**src/rtl/brd_pkg.sv**
```systemverilog
package brd_pkg;

    typedef enum logic {
        ST_IDLE = 1'b0,
        ST_RESP = 1'b1
    } route_state_e;

    typedef struct packed {
        logic vga_en;
        logic isa_en;
        logic perr_en;
    } ctrl_t;

    localparam logic [2:0] OFS_CTRL     = 3'd0;
    localparam logic [2:0] OFS_IO_BASE  = 3'd1;
    localparam logic [2:0] OFS_IO_LIMIT = 3'd2;
    localparam logic [2:0] OFS_MEM_BASE = 3'd3;
    localparam logic [2:0] OFS_MEM_LIM  = 3'd4;

    localparam int CTRL_VGA_BIT  = 3;
    localparam int CTRL_ISA_BIT  = 2;
    localparam int CTRL_PERR_BIT = 0;

    localparam int VGA_IO_NUM = 2;
    localparam logic [9:0] VGA_IO_LO [VGA_IO_NUM] = '{10'h3B0, 10'h3C0};
    localparam logic [9:0] VGA_IO_HI [VGA_IO_NUM] = '{10'h3BB, 10'h3DF};

    localparam logic [31:0] VGA_MEM_LO = 32'h000A_0000;
    localparam logic [31:0] VGA_MEM_HI = 32'h000B_FFFF;

endpackage

```
**src/rtl/brd_regfile.sv**
```systemverilog
module brd_regfile
    import brd_pkg::*;
#(
    parameter int IO_W  = 16,
    parameter int MEM_W = 16,
    parameter int RD_W  = 16,
    parameter int RA_W  = 3
) (
    input  logic             clk,
    input  logic             rst_n,
    input  logic             wr_en,
    input  logic [RA_W-1:0]  addr,
    input  logic [RD_W-1:0]  wdata,
    output logic [RD_W-1:0]  rdata,
    output ctrl_t            ctrl,
    output logic [IO_W-1:0]  io_base,
    output logic [IO_W-1:0]  io_limit,
    output logic [MEM_W-1:0] mem_base,
    output logic [MEM_W-1:0] mem_limit
);

    localparam logic [IO_W-1:0]  IO_BASE_RST  = '1;
    localparam logic [MEM_W-1:0] MEM_BASE_RST = '1;

    always_ff @(posedge clk or negedge rst_n) begin
        if (!rst_n) begin
            ctrl      <= '0;
            io_base   <= IO_BASE_RST;
            io_limit  <= '0;
            mem_base  <= MEM_BASE_RST;
            mem_limit <= '0;
        end else if (wr_en) begin
            unique case (addr)
                RA_W'(OFS_CTRL): begin
                    ctrl.vga_en  <= wdata[CTRL_VGA_BIT];
                    ctrl.isa_en  <= wdata[CTRL_ISA_BIT];
                    ctrl.perr_en <= wdata[CTRL_PERR_BIT];
                end
                RA_W'(OFS_IO_BASE):  io_base   <= wdata[IO_W-1:0];
                RA_W'(OFS_IO_LIMIT): io_limit  <= wdata[IO_W-1:0];
                RA_W'(OFS_MEM_BASE): mem_base  <= wdata[MEM_W-1:0];
                RA_W'(OFS_MEM_LIM):  mem_limit <= wdata[MEM_W-1:0];
                default: ;
            endcase
        end
    end

    always_comb begin
        rdata = '0;
        unique case (addr)
            RA_W'(OFS_CTRL): begin
                rdata[CTRL_VGA_BIT]  = ctrl.vga_en;
                rdata[CTRL_ISA_BIT]  = ctrl.isa_en;
                rdata[CTRL_PERR_BIT] = ctrl.perr_en;
            end
            RA_W'(OFS_IO_BASE):  rdata = RD_W'(io_base);
            RA_W'(OFS_IO_LIMIT): rdata = RD_W'(io_limit);
            RA_W'(OFS_MEM_BASE): rdata = RD_W'(mem_base);
            RA_W'(OFS_MEM_LIM):  rdata = RD_W'(mem_limit);
            default: rdata = '0;
        endcase
    end

endmodule

```
**src/rtl/brd_addr_decode.sv**
```systemverilog
module brd_addr_decode
    import brd_pkg::*;
#(
    parameter int ADDR_W = 32,
    parameter int IO_W   = 16,
    parameter int MEM_W  = 16
) (
    input  logic [ADDR_W-1:0] addr,
    input  logic              is_io,
    input  ctrl_t             ctrl,
    input  logic [IO_W-1:0]   io_base,
    input  logic [IO_W-1:0]   io_limit,
    input  logic [MEM_W-1:0]  mem_base,
    input  logic [MEM_W-1:0]  mem_limit,
    output logic              to_secondary
);

    localparam logic [ADDR_W-1:0] VMEM_LO = ADDR_W'(VGA_MEM_LO);
    localparam logic [ADDR_W-1:0] VMEM_HI = ADDR_W'(VGA_MEM_HI);

    logic [IO_W-1:0]       io_ofs;
    logic [MEM_W-1:0]      mem_gran;
    logic [9:0]            alias_ofs;
    logic [VGA_IO_NUM-1:0] vga_io_hit;
    logic                  io_in_win;
    logic                  isa_hole;
    logic                  vga_io;
    logic                  mem_in_win;
    logic                  vga_mem;

    assign io_ofs    = addr[IO_W-1:0];
    assign mem_gran  = addr[ADDR_W-1 -: MEM_W];
    assign alias_ofs = addr[9:0];

    for (genvar g = 0; g < VGA_IO_NUM; g++) begin : g_vga_io
        assign vga_io_hit[g] = (alias_ofs >= VGA_IO_LO[g]) && (alias_ofs <= VGA_IO_HI[g]);
    end

    always_comb begin
        io_in_win    = (io_ofs >= io_base) && (io_ofs <= io_limit);
        isa_hole     = ctrl.isa_en && (addr[9:8] != 2'b00);
        vga_io       = ctrl.vga_en && (|vga_io_hit);
        mem_in_win   = (mem_gran >= mem_base) && (mem_gran <= mem_limit);
        vga_mem      = ctrl.vga_en && (addr >= VMEM_LO) && (addr <= VMEM_HI);
        if (is_io) begin
            to_secondary = vga_io || (io_in_win && !isa_hole);
        end else begin
            to_secondary = vga_mem || mem_in_win;
        end
    end

endmodule

```
**src/rtl/brd_route_fsm.sv**
```systemverilog
module brd_route_fsm
    import brd_pkg::*;
(
    input  logic clk,
    input  logic rst_n,
    input  logic req_valid,
    input  logic req_is_write,
    input  logic route_in,
    output logic rsp_valid,
    output logic rsp_to_secondary,
    output logic rsp_is_write
);

    route_state_e state_q, state_d;

    always_comb begin
        state_d = state_q;
        unique case (state_q)
            ST_IDLE: if (req_valid)  state_d = ST_RESP;
            ST_RESP: if (!req_valid) state_d = ST_IDLE;
            default: state_d = ST_IDLE;
        endcase
    end

    always_ff @(posedge clk or negedge rst_n) begin
        if (!rst_n) state_q <= ST_IDLE;
        else        state_q <= state_d;
    end

    always_ff @(posedge clk or negedge rst_n) begin
        if (!rst_n) begin
            rsp_to_secondary <= 1'b0;
            rsp_is_write     <= 1'b0;
        end else if (req_valid) begin
            rsp_to_secondary <= route_in;
            rsp_is_write     <= req_is_write;
        end
    end

    assign rsp_valid = (state_q == ST_RESP);

endmodule

```
**src/rtl/bridge_route_decoder.sv**
```systemverilog
module bridge_route_decoder
    import brd_pkg::*;
#(
    parameter int ADDR_W = 32,
    parameter int IO_W   = 16,
    parameter int MEM_W  = 16,
    parameter int RD_W   = 16,
    parameter int RA_W   = 3,
    parameter int DATA_W = 32
) (
    input  logic              clk,
    input  logic              rst_n,
    input  logic              reg_wr,
    input  logic [RA_W-1:0]   reg_addr,
    input  logic [RD_W-1:0]   reg_wdata,
    output logic [RD_W-1:0]   reg_rdata,
    input  logic              req_valid,
    input  logic [ADDR_W-1:0] req_addr,
    input  logic              req_is_io,
    input  logic              req_is_write,
    output logic              rsp_valid,
    output logic              rsp_to_secondary,
    output logic              rsp_is_write,
    input  logic              sec_abort,
    input  logic [DATA_W-1:0] sec_rdata,
    output logic [DATA_W-1:0] host_rdata,
    input  logic              sec_wr_req,
    output logic              sec_wr_commit,
    input  logic              sec_par_err,
    input  logic              serr_enable,
    input  logic              other_err,
    output logic              serr_req
);

    ctrl_t             ctrl_q;
    logic [IO_W-1:0]   io_base_q, io_limit_q;
    logic [MEM_W-1:0]  mem_base_q, mem_limit_q;
    logic              route_d;

    brd_regfile #(
        .IO_W (IO_W), .MEM_W(MEM_W), .RD_W(RD_W), .RA_W(RA_W)
    ) u_regs (
        .clk      (clk),
        .rst_n    (rst_n),
        .wr_en    (reg_wr),
        .addr     (reg_addr),
        .wdata    (reg_wdata),
        .rdata    (reg_rdata),
        .ctrl     (ctrl_q),
        .io_base  (io_base_q),
        .io_limit (io_limit_q),
        .mem_base (mem_base_q),
        .mem_limit(mem_limit_q)
    );

    brd_addr_decode #(
        .ADDR_W(ADDR_W), .IO_W(IO_W), .MEM_W(MEM_W)
    ) u_dec (
        .addr        (req_addr),
        .is_io       (req_is_io),
        .ctrl        (ctrl_q),
        .io_base     (io_base_q),
        .io_limit    (io_limit_q),
        .mem_base    (mem_base_q),
        .mem_limit   (mem_limit_q),
        .to_secondary(route_d)
    );

    brd_route_fsm u_fsm (
        .clk             (clk),
        .rst_n           (rst_n),
        .req_valid       (req_valid),
        .req_is_write    (req_is_write),
        .route_in        (route_d),
        .rsp_valid       (rsp_valid),
        .rsp_to_secondary(rsp_to_secondary),
        .rsp_is_write    (rsp_is_write)
    );

    // Master abort mode is fixed at zero: all-ones reads, dropped writes.
    assign host_rdata    = sec_abort ? '1 : sec_rdata;
    assign sec_wr_commit = sec_wr_req && !sec_abort;

    assign serr_req = (sec_par_err && ctrl_q.perr_en && serr_enable) || other_err;

endmodule

```
**config.mk**
```make
export PLATFORM = sky130hd
export DESIGN_NAME = bridge_route_decoder
export DESIGN_NICKNAME = d
export VERILOG_FILES = /design/src/rtl/brd_pkg.sv /design/src/rtl/brd_regfile.sv /design/src/rtl/brd_addr_decode.sv /design/src/rtl/brd_route_fsm.sv /design/src/rtl/bridge_route_decoder.sv
export SDC_FILE = /design/constraint.sdc
export NUM_CORES = 1
export LEC_CHECK = 0
export ABC_AREA = 1
export BUFFER_PORTS_ARGS = -buffer_cell sky130_fd_sc_hd__buf_2
export CORE_ASPECT_RATIO = 0.7
export CORE_MARGIN = 2
export CORE_UTILIZATION = 53
export DETAILED_ROUTE_END_ITERATION = 8
export HOLD_SLACK_MARGIN = 0.06
export PLACE_DENSITY = 0.84
export RECOVER_POWER = 25
export SYNTH_ARGS = -nofsm -noshare
export SYNTH_HDL_FRONTEND = slang
export SYNTH_SLANG_ARGS = --single-unit
```
**constraint.sdc**
```tcl
create_clock -name clk -period 2.42 [get_ports clk]
set_clock_uncertainty 0.05 [all_clocks]
set_input_delay 0.363 -clock clk [delete_from_list [all_inputs] [get_ports clk]]
set_output_delay 0.363 -clock clk [all_outputs]
set_load 0.01 [all_outputs]
```
Yosys cells after proc, flatten, opt, wreduce, memory -nomap -nowiden
Index checks and enable logic that the tools add are counted.
{"block": "totals", "regBits": 70, "inputBits": 94, "out_inout_bits": 53, "word_cells": 56}
{"block": "classes", "magnitude_cmp": 10, "eq_ne": 4, "muxes": 7, "reduce_logical": 25}
{"cell": "case mux 12 bit (4 select lines)", "count": 1}
{"cell": "greater-or-equal comparator 16 bit", "count": 2}
{"cell": "greater-or-equal comparator 32 x 20 -> 1 bit, second input constant", "count": 1}
{"cell": "<= comparator 16 bit", "count": 2}
{"cell": "<= comparator 32 x 20 -> 1 bit, second input constant", "count": 1}
{"cell": "2-to-1 mux 32 bit", "count": 1}
{"cell": "greater-or-equal comparator 10 bit, second input constant", "count": 2}
{"cell": "<= comparator 10 bit, second input constant", "count": 2}
{"cell": "logical AND 1 bit", "count": 12}
{"cell": "case mux 2 bit (5 select lines)", "count": 1}
{"cell": "AND reduction 2 bit", "count": 5}
{"cell": "== test 3 x 2 -> 1 bit, second input constant", "count": 2}
{"cell": "case mux 1 bit (5 select lines)", "count": 1}
{"cell": "case mux 1 bit (4 select lines)", "count": 1}
{"cell": "== test 3 x 1 -> 1 bit, second input constant", "count": 1}
{"cell": "== test 3 bit, second input constant", "count": 1}
{"cell": "zero test 3 bit", "count": 1}
{"cell": "logical OR 1 bit", "count": 3}
{"cell": "zero test 1 bit", "count": 2}
{"cell": "2-to-1 mux 1 bit", "count": 2}
{"cell": "nonzero test 2 bit", "count": 1}
{"cell": "OR reduction 2 bit", "count": 1}

Logic depth before layout (Yosys ltp)
{"block": "logic_depth", "depth_word": 6, "depth_mapped": 16, "mapped_depth_nobuf": 16}

Modules after synthesis
Synthesis repeated with hierarchy kept, for this count alone.
{"block": "unflattened", "cells_unflattened": 717, "hier_area_um2": 5348.9}
{"mod": "brd_regfile", "n_inst": 1, "cells_per_inst": 369, "area_per_inst_um2": 3144.3, "seq_area_each_um2": 1716.6}
{"mod": "brd_addr_decode", "n_inst": 1, "cells_per_inst": 298, "area_per_inst_um2": 1849.3, "seq_area_each_um2": 0.0}
{"mod": "bridge_route_decoder", "n_inst": 1, "cells_per_inst": 40, "area_per_inst_um2": 254.0, "seq_area_each_um2": 0.0}
{"mod": "brd_route_fsm", "n_inst": 1, "cells_per_inst": 10, "area_per_inst_um2": 101.3, "seq_area_each_um2": 75.1}

Worst setup path after synthesis
No wires, ideal clock.
{"block": "synth_timing", "kind": "reg-to-reg", "from": "register u_regs.mem_base[15]", "to": "register u_fsm.rsp_to_secondary", "t_arrival_ps": 1579, "required_time_ps": 2305, "path_slack_ps": 726, "path_stages_with_launch": 11, "path_buffers": 0, "period_less_slack_ps": 1694, "cell_sequence": "dfstp_2 -> inv_1 -> ha_1 -> nand2_1 -> nor4_1 -> nand2_1 -> nand3_1 -> nand2_1 -> nand2_1 -> nand3_1 -> nand2_1"}
{"block": "synth_between", "elab_chain_len": 4}
{"element": "start, declared", "line": "brd_regfile.sv:18", "rtl": "output logic [MEM_W-1:0] mem_base,"}
{"element": "start signal, assigned", "line": "brd_regfile.sv:41", "rtl": "RA_W'(OFS_MEM_BASE): mem_base <= wdata[MEM_W-1:0];"}
{"element": "greater-or-equal comparator 16 bit", "line": "brd_addr_decode.sv:43", "rtl": "mem_in_win = (mem_gran >= mem_base) && (mem_gran <= mem_limit);"}
{"element": "logical AND 1 bit", "line": "brd_addr_decode.sv:43"}
{"element": "logical OR 1 bit", "line": "brd_addr_decode.sv:48", "rtl": "to_secondary = vga_mem || mem_in_win;"}
{"element": "2-to-1 mux 1 bit", "line": "brd_addr_decode.sv:45", "rtl": "if (is_io) begin"}
{"element": "end signal, assigned", "line": "brd_route_fsm.sv:35", "rtl": "rsp_to_secondary <= route_in;"}
{"element": "end, declared", "line": "brd_route_fsm.sv:10", "rtl": "output logic rsp_to_secondary,"}
Every way passes these cells.
A chain may end at the register's enable or synchronous reset.

Worst setup path after layout
{"block": "layout_timing", "from": "input port reg_addr[0]", "to": "output port reg_rdata[13]"}
{"block": "layout_between", "elab_chain_len": 2, "word_cells_on_any_way": 5, "classes_between": "4 x eq/ne; 1 x mux"}
{"element": "start, declared", "line": "bridge_route_decoder.sv:14", "rtl": "input logic [RA_W-1:0] reg_addr,"}
{"element": "== test 3 bit (tied with other cells)", "line": "brd_regfile.sv:50", "rtl": "unique case (addr)"}
{"element": "case mux 12 bit (4 select lines) (*)", "line": "brd_regfile.sv:50"}
{"element": "end, declared", "line": "bridge_route_decoder.sv:16", "rtl": "output logic [RD_W-1:0] reg_rdata,"}
Every way passes the cells marked *; elsewhere a longest branch is shown, timed or not.

==> results.json <==
{
  "status": "finished clean",
  "io_buffer_count": 146,
  "place_congestion": 0.873,
  "drt-initial-drc-count": 399,
  "hpwlAfterDp_um": 12000,
  "h-tree-depth": 3,
  "via_per_inst": 5.57,
  "hold_violations": 0,
  "start_util_pct": 54.0,
  "end_kind": "output port",
  "clk_path_buf_depth": 2,
  "cts.sinks": 70,
  "rows": 30,
  "syn_to_final_growth_pct": 20.8,
  "drv_cap": 0,
  "grt_max_degree": 34,
  "drive_gt1_share_pct": 35.2,
  "grt_antenna_before_repair": 0,
  "rsz0062_at_grt": "false",
  "fp.dieH_um": 86.8,
  "power_leakage_nw": 3.30,
  "crit_fanout": 16,
  "vias": 5060,
  "power_density_nw_per_um2": 703,
  "insertion_delay_ns": 0.33,
  "cts.clk_slew.worst_paths_ns": 0.06,
  "core-area_um2": 9610,
  "setup_tns_ns": 0,
  "holdWs_ns": 0.172,
  "ys_ff_latch": 70,
  "grt.overflow.total": 0,
  "yosysSeqAreaShare_pct": 34.6,
  "cts_made_buffers": 9,
  "min_path_type": "in2reg",
  "grt_pass1_wl_um": 24800,
  "ant_nets": 0,
  "cts_tree": "done",
  "finalSetupViolations": 0,
  "die_x_um": 122,
  "grt_util_all_layers_pct": 30.5,
  "synthesis.area_per_instance_um2": 8.18,
  "slew_headroom_pct": 22.7,
  "critical_path.startpoint_type": "input pin",
  "nets": 934,
  "wirelength_um": 15600,
  "period_share_pct": 91.1,
  "synth_area_um2": 5180,
  "first_pass_iters": 5,
  "drv_slew": 0,
  "cts_setup_buffers": 0,
  "antenna-diode-count": 0,
  "vdd_ir_drop_max_uv": 635,
  "path_class": "in2out",
  "drc_errors": 0,
  "ios": 147,
  "clock-root-buffer": "clkbuf_16",
  "die_area_um2": 10600,
  "fmax_ghz": 0.453,
  "arrival_ns": 1.79,
  "required_ns": 2.01,
  "wire_per_inst_um": 17.1,
  "synth_cells": 634,
  "tightest_slew_ns": 1.16,
  "grt_pass1_vias": 5178,
  "syn_nets": 792,
  "ys_types": 36,
  "yosys_warnings": 0,
  "post-route-min-period_ns": 2.21
}
[synthesized netlist by cell type, drive strengths merged]
master / count / area (um2)
nand2: 150 / 601
inv: 106 / 400
o21ai: 75 / 514
ha: 64 / 801
dfrtp: 38 / 951
dfstp: 32 / 841
or2: 32 / 200
a21oi: 29 / 145
nor2: 24 / 100
buf: 16 / 154
o22ai: 14 / 87.6
a221o: 13 / 130
nand3: 13 / 65.1
nand4: 5 / 31.3
nor3: 4 / 31.3
clkbuf: 3 / 11.3
nor4: 3 / 18.8
o21a: 3 / 22.5
a21o: 2 / 15.0
a31oi: 2 / 12.5
o221ai: 2 / 17.5
a31o: 1 / 8.76
a32o: 1 / 10.0
a41oi: 1 / 8.76
o21bai: 1 / 7.51
[critical path, stage by stage]
cell and delay, ns:
clkbuf_1 0.13, nor2_1 0.33, nand2_2 0.33, o22ai_1 0.30, a221o_1 0.18, buf_2 0.14
[final cells by class]
type,count,area [um2]
well taps,128,160
clock inverters,3,40.0
fillers,783,3340
clock buffers,13,280
inverters,106,400
flip-flops and latches,70,1790
repair buffers,150,768
multi-input cells,439,2830
[through the flow]
stage	area, um2	instances	setup WS (ns)	power [W]	utilization, %
3_5_place_dp	5950	892	0.408	0.00299	61.9
6_report	6270	909	0.214	0.00441	65.2
3_3_place_gp	5950	892	0.429	0.00290	61.9
5_1_grt	6270	909	0.151	0.00468	65.2
4_1_cts	6280	909	0.398	0.00440	65.3
2_1_floorplan	5180	634	0.726	0.00251	-
[repair_timing]
action / CTS / global route
hold endpoints to repair: 11 / 0
hold buffers: 1 / 0
resized for setup: 0 / 0
setup endpoints to repair: 0 / 0
[placed cells by master (no fill, tap or decap), types with 2 or more instances in the layout]
| cell type | instances |
|---|---|
| o22ai_1 | 14 |
| nand2_2 | 3 |
| dfstp_2 | 32 |
| nand2_4 | 4 |
| inv_1 | 101 |
| clkbuf_1 | 6 |
| nor4_1 | 3 |
| clkinv_2 | 2 |
| nor2_1 | 23 |
| buf_4 | 2 |
| a21o_1 | 2 |
| or2_2 | 32 |
| o221ai_1 | 2 |
| nand4_1 | 5 |
| ha_1 | 64 |
| buf_2 | 140 |
| dfrtp_1 | 38 |
| nand3_1 | 13 |
| a21oi_1 | 29 |
| a221o_1 | 13 |
| clkbuf_16 | 9 |
| o21a_1 | 3 |
| o21ai_2 | 37 |
| o21ai_0 | 10 |
| a31oi_1 | 2 |
| clkbuf_8 | 4 |
| nor3_1 | 3 |
| o21ai_1 | 28 |
| inv_2 | 4 |
| nand2_1 | 143 |
[layer usage]
metal / track usage (%) / vias up / part of all wire (%)
li1: - / 2379 / -
met1: 34.2 / 2361 / 39
met2: 52.5 / 261 / 49
met3: 8.55 / 59 / 7.7
met4: 17.2 / 0 / 4.8
met5: 0 / - / 0
[report_power, final]
part           switching [W]  internal, W
logic               0.000828     0.000564
registers           0.000163      0.00146
clock network       0.000484     0.000906
total                0.00148      0.00293
[final timing paths]
check | cells past startpoint | endpoint | slack (ns) | startpoint
setup / recovery | 6 | reg_rdata[13] | 0.21 | reg_addr[0]
hold / removal | 1 | u_fsm.rsp_valid$_DFF_PN0_ | 0.17 | req_valid
setup reg to reg | 10 | u_fsm.rsp_to_secondary$_DFFE_PN0P_ | 0.36 | u_regs.mem_base[15]$_DFFE_PN1P_
hold reg to reg | 2 | u_regs.mem_base[12]$_DFFE_PN1P_ | 0.42 | u_regs.mem_base[12]$_DFFE_PN1P_
max in group asynchronous | 3 | u_regs.mem_base[5]$_DFFE_PN1P_ | 0.64 | rst_n
min in group asynchronous | 2 | u_regs.io_limit[1]$_DFFE_PN0P_ | 0.75 | rst_n
[logic make-up after synthesis]
logic type | synth area share, %
flops | 34.6
buf+inv | 10.9
simple gates | 20.2
compound gates | 18.9
fa+ha+maj | 15.4
[flip-flops by register name (all words and copies together), names as in the netlist]
signal / flops
u_regs.mem_limit: 16
u_regs.io_base: 16
u_regs.io_limit: 16
u_fsm.rsp_to_secondary: 1
u_fsm.rsp_is_write: 1
u_regs.mem_base: 16
u_fsm.rsp_valid: 1
u_regs.ctrl: 3
Note: power is estimated with default switching activity, not from simulation.
